[src/rtl/fwd_pkg.sv]
package fwd_pkg;
  typedef enum logic [1:0] {
    SEL_RF   = 2'b00,
    SEL_FAR  = 2'b01,
    SEL_NEAR = 2'b10
  } fwd_sel_e;
endpackage

[src/rtl/fwd_match.sv]
module fwd_match
  import fwd_pkg::*;
#(
  parameter int IDX_W = 5
) (
  input  logic [IDX_W-1:0] src_idx,
  input  logic             near_we,
  input  logic [IDX_W-1:0] near_dst,
  input  logic             far_we,
  input  logic [IDX_W-1:0] far_dst,
  output fwd_sel_e         sel
);
  logic near_hit;
  logic far_hit;

  always_comb begin
    near_hit = near_we && (near_dst != '0) && (near_dst == src_idx);
    far_hit  = far_we && (far_dst != '0) && (far_dst == src_idx);
    if (near_hit)     sel = SEL_NEAR;
    else if (far_hit) sel = SEL_FAR;
    else              sel = SEL_RF;
  end
endmodule

[src/rtl/fwd_opmux.sv]
module fwd_opmux #(
  parameter int DATA_W = 32
) (
  input  logic [1:0]        sel,
  input  logic [DATA_W-1:0] rf_val,
  input  logic [DATA_W-1:0] near_val,
  input  logic [DATA_W-1:0] far_val,
  output logic [DATA_W-1:0] op
);
  always_comb begin
    case (sel)
      2'b10:   op = near_val;
      2'b01:   op = far_val;
      default: op = rf_val;
    endcase
  end
endmodule

[src/rtl/fwd_unit.sv]
module fwd_unit
  import fwd_pkg::*;
#(
  parameter int IDX_W  = 5,
  parameter int DATA_W = 32
) (
  input  logic [IDX_W-1:0]  src_a_idx,
  input  logic [IDX_W-1:0]  src_b_idx,
  input  logic [DATA_W-1:0] rf_a_data,
  input  logic [DATA_W-1:0] rf_b_data,
  input  logic              near_we,
  input  logic [IDX_W-1:0]  near_dst,
  input  logic [DATA_W-1:0] near_res,
  input  logic              far_we,
  input  logic [IDX_W-1:0]  far_dst,
  input  logic [DATA_W-1:0] far_res,
  output logic [1:0]        sel_a,
  output logic [1:0]        sel_b,
  output logic [DATA_W-1:0] op_a,
  output logic [DATA_W-1:0] op_b
);
  localparam int NUM_OPS = 2;

  logic [IDX_W-1:0]  src_arr [NUM_OPS];
  logic [DATA_W-1:0] rf_arr  [NUM_OPS];
  logic [1:0]        sel_arr [NUM_OPS];
  logic [DATA_W-1:0] op_arr  [NUM_OPS];

  assign src_arr[0] = src_a_idx;
  assign src_arr[1] = src_b_idx;
  assign rf_arr[0]  = rf_a_data;
  assign rf_arr[1]  = rf_b_data;

  for (genvar g = 0; g < NUM_OPS; g++) begin : g_op
    fwd_sel_e sel_e;

    fwd_match #(.IDX_W(IDX_W)) i_match (
      .src_idx (src_arr[g]),
      .near_we (near_we),
      .near_dst(near_dst),
      .far_we  (far_we),
      .far_dst (far_dst),
      .sel     (sel_e)
    );

    assign sel_arr[g] = sel_e;

    fwd_opmux #(.DATA_W(DATA_W)) i_mux (
      .sel     (sel_arr[g]),
      .rf_val  (rf_arr[g]),
      .near_val(near_res),
      .far_val (far_res),
      .op      (op_arr[g])
    );
  end

  assign sel_a = sel_arr[0];
  assign sel_b = sel_arr[1];
  assign op_a  = op_arr[0];
  assign op_b  = op_arr[1];
endmodule

[config.mk]
export PLATFORM = sky130hd
export DESIGN_NAME = fwd_unit
export DESIGN_NICKNAME = d
export VERILOG_FILES = /design/src/rtl/fwd_pkg.sv /design/src/rtl/fwd_match.sv /design/src/rtl/fwd_opmux.sv /design/src/rtl/fwd_unit.sv
export SDC_FILE = /design/constraint.sdc
export NUM_CORES = 1
export LEC_CHECK = 0
export BUFFER_PORTS_ARGS = -buffer_cell sky130_fd_sc_hd__buf_2
export CAP_MARGIN = 10
export CORE_AREA = 2 2 84 86
export DETAILED_ROUTE_END_ITERATION = 12
export DIE_AREA = 0 0 86 88
export PLACE_DENSITY = 0.65
export SLEW_MARGIN = 25
export SYNTH_ARGS = -nofsm -noshare
export SYNTH_HDL_FRONTEND = slang
export SYNTH_HIERARCHICAL = 1
export SYNTH_SLANG_ARGS = --single-unit
export TNS_END_PERCENT = 50
[constraint.sdc]
create_clock -name vclk -period 2.1
set_input_delay 0.21 -clock vclk [all_inputs]
set_output_delay 0.21 -clock vclk [all_outputs]
set_load 0.02 [all_outputs]
==> impl_metrics.sql <==
INSERT INTO impl_metrics (metric_group, metric, value, unit) VALUES
('cells_and_area', 'design.seq.count', '0', ''),
('power', 'switching_pwr', '488', 'uW'),
('logic_synthesis', 'synth.lib_cells_used.distinct', '19', ''),
('sta', 'timing.final.crit_period', '2.33', 'ns'),
('setup_path', 'critPathRequiredTime', '1.89', 'ns'),
('cells_and_area', 'sequential_cell_area', '0', 'um2'),
('floorplan', 'pin_count', '218', ''),
('global_route', 'grt_overflow', '0', ''),
('sta', 'worst_slew_pin_slew', '0.343', 'ns'),
('setup_path', 'critical_path.startpoint', 'near_dst[2]', ''),
('sta', 'slew_headroom', '0.771', ''),
('routing', 'ant_nets', '0', ''),
('cells_and_area', 'layout-area-overhead-vs-synth', '220', '%'),
('logic_synthesis', 'syn_inst', '268', ''),
('power', 'clock_power_share', '0', ''),
('logic_synthesis', 'netlist_top_cells_area', 'sky130_fd_sc_hd__a22oi_1 (30%), sky130_fd_sc_hd__o21ai_1 (19%), sky130_fd_sc_hd__nand2_1 (16%)', ''),
('global_route', 'globalRouteMet1Util', '0.263', ''),
('power', 'power.share.switching', '0.497', ''),
('power', 'peakVddDrop', '142', 'uV'),
('sta', 'timing.final.setup_violations', '64', ''),
('sta', 'final.setup.worst_slack', '-0.227', 'ns'),
('cells_and_area', 'antenna_cells', '0', ''),
('power', 'seq_power_share', '0', ''),
('logic_synthesis', 'synth-warning-count', '6', ''),
('logic_synthesis', 'syn_area_per_cell', '5.94', 'um2'),
('cells_and_area', 'finish.net_count', '687', ''),
('global_route', 'grt_first_pass_wirelength', '15300', 'um'),
('setup_path', 'end_kind', 'output port', ''),
('floorplan', 'initial_utilization', '0.240', ''),
('routing', 'vias_per_cell', '5.52', ''),
('routing', 'drt_first_pass_iters', '4', ''),
('floorplan', 'die_w', '86', 'um'),
('global_route', 'grt_start_max_net_pins', '18', ''),
('sta', 'fin_tns_setup', '-10.15', 'ns'),
('clock_network', 'cts_hold_buffers', '0', ''),
('setup_path', 'startpoint_type', 'primary input', ''),
('floorplan', 'core.rowCount', '30', ''),
('logic_synthesis', 'synth_area', '1590', 'um2'),
('run_status', 'failing_checks', 'setup timing', ''),
('placement', 'hpwl', '6730', 'um'),
('logic_synthesis', 'synth.net_count', '422', ''),
('floorplan', 'core_area', '6640', 'um2'),
('cells_and_area', 'layout.filler_cells', '430', ''),
('sta', 'rsz0062_at_grt', 'true', ''),
('run_status', 'run_status', 'finished, violations left', ''),
('job', 'drv.max_cap_violation_count', '0', ''),
('hold_path', 'worst_min_delay_path_category', 'primary input to output port', ''),
('routing', 'wl_per_cell', '19.0', 'um'),
('sta', 'worst_hold_slack', '0.711', 'ns'),
('power', 'power.share.combinational', '1.000', ''),
('hold_path', 'min_from', 'rf_b_data[27]', ''),
('routing', 'drc', '0', ''),
('cells_and_area', 'layout.cells.most_common_list', 'sky130_fd_sc_hd__buf_2 (144), sky130_fd_sc_hd__buf_6 (86), sky130_fd_sc_hd__o21ai_4 (53)', ''),
('logic_synthesis', 'part_of_the_yosys_area_used_for_sequential_elements', '0', ''),
('floorplan', 'die_area', '7570', 'um2'),
('setup_path', 'maximum_fanout_along_the_worst_path', '17', ''),
('cells_and_area', 'multiInputGateArea', '2450', 'um2'),
('power', 'power.total', '981', 'uW'),
('floorplan', 'dieHeight', '88', 'um'),
('routing', 'drt-total-wl', '11600', 'um'),
('global_route', 'gr-usage-met2', '0.526', ''),
('power', 'leakage', '2.16', 'nW'),
('setup_path', 'worstSetupPathType', 'primary input to output port', ''),
('global_route', 'number_of_antenna_violations_at_the_first_check_in_global_routing', '0', ''),
('sta', 'final_min_period_over_clock_period', '1.11', ''),
('cells_and_area', 'clock_buffers', '0', ''),
('global_route', 'grtUsageTotal', '0.249', ''),
('placement', 'placement.io_buffers', '218', ''),
('routing', 'routed-via-count', '3372', ''),
('cells_and_area', 'layout.cells.most_common', 'sky130_fd_sc_hd__buf_2', ''),
('logic_synthesis', 'cell_accounting_for_the_most_synthesized_area', 'sky130_fd_sc_hd__a22oi_1', ''),
('sta', 'timing.fmax', '0.430', 'GHz'),
('logic_synthesis', 'synth_top_cell_area_share', '0.302', ''),
('global_route', 'gr-max-usage-layer', 'met2', ''),
('power', 'powerDensity', '193', 'nW/um2'),
('setup_path', 'worstPathArrival', '2.12', 'ns'),
('power', 'p_int', '493', 'uW'),
('routing', 'dr.first_iter.drc_count', '101', ''),
('placement', 'finalWeightedCongestion', '0.810', ''),
('sta', 'hold_violations', '0', ''),
('global_route', 'grt_pass1_vias', '3305', ''),
('sta', 'final_max_tran_viols', '0', ''),
('cells_and_area', 'layout_cells_sized_above_1', '0.825', ''),
('global_route', 'global_routing_met3_resource_utilization', '0.0283', '');
through the flow:
step	instances	worst slack, ns	utilization	instance area [um2]
after floorplan	268	-0.0758	-	2210
after global placement	577	-0.244	0.540	3590
after CTS	606	-0.174	0.703	4670
after global routing	611	-0.331	0.766	5090
final	611	-0.227	0.766	5090
after detailed placement	577	-0.300	0.540	3590
cell usage after synthesis:
cell type,count
sky130_fd_sc_hd__nor3_1,4
sky130_fd_sc_hd__nor3_2,2
sky130_fd_sc_hd__a22oi_1,64
sky130_fd_sc_hd__buf_4,2
sky130_fd_sc_hd__nor2_1,2
sky130_fd_sc_hd__o21ai_1,60
sky130_fd_sc_hd__o41ai_2,2
sky130_fd_sc_hd__ha_1,4
sky130_fd_sc_hd__xnor2_1,10
sky130_fd_sc_hd__o21ai_0,4
sky130_fd_sc_hd__buf_2,20
sky130_fd_sc_hd__buf_6,6
sky130_fd_sc_hd__nand3_1,4
sky130_fd_sc_hd__nor4_1,2
sky130_fd_sc_hd__xor2_1,6
sky130_fd_sc_hd__nand2_1,68
sky130_fd_sc_hd__a21oi_1,2
sky130_fd_sc_hd__a211oi_2,2
sky130_fd_sc_hd__inv_1,4
worst max-delay path, stage by stage:
cell and delay, ns:
sky130_fd_sc_hd__buf_4 0.15, sky130_fd_sc_hd__xnor2_1 0.19, sky130_fd_sc_hd__nand3_1 0.16, sky130_fd_sc_hd__a211oi_4 0.34, sky130_fd_sc_hd__inv_1 0.09, sky130_fd_sc_hd__ha_1 0.24, sky130_fd_sc_hd__buf_12 0.18, sky130_fd_sc_hd__a22oi_1 0.20
sky130_fd_sc_hd__buf_4 0.16, sky130_fd_sc_hd__o21ai_4 0.04, sky130_fd_sc_hd__buf_4 0.15
per-layer routing:
layer | wire, um | share of wire
met1 | 4090 | 0.35
met2 | 6760 | 0.58
met3 | 641 | 0.055
met4 | 133 | 0.011
met5 | 0 | 0
timing repair:
item / CTS / global route
endpoints found under the hold margin: 0 / 0
gates cloned: 9 / 2
endpoints found under the setup margin: 64 / 64
gates resized for setup: 180 / 105
setup buffers: 22 / 8
pin swaps: 18 / 27
final cells by class:
cell class	instances	share of cell area
Timing Repair Buffer	291	0.496
Multi-Input combinational cell	236	0.481
Inverter	4	0.00295
Tap cell	80	0.0197
cells by family (layout without fill, tap and decap cells):
family                   after synthesis  in the layout  share of synthesized area
AO/OA/AOI/OAI                        134            134                      0.546
AND/OR/NAND/NOR                       82             82                      0.211
buffers and inverters                 32            295                      0.124
XOR/XNOR                              16             16                     0.0880
adder cells (fa/ha/maj)                4              4                     0.0314
path summary, 6_finish.rpt:
| path | endpoint | cells after the start |
|---|---|---|
| setup / recovery | op_b[5] | 11 |
| hold / removal | op_b[27] | 4 |
power by group through the flow:
stage / logic (mW) / clock network [mW] / registers (mW)
final: 0.981 / 0 / 0
after global placement: 0.675 / 0 / 0
after global routing: 1.02 / 0 / 0
after detailed placement: 0.684 / 0 / 0
after CTS: 0.889 / 0 / 0
after floorplan: 0.380 / 0 / 0
No activity file was read; power rests on OpenSTA's default activity.
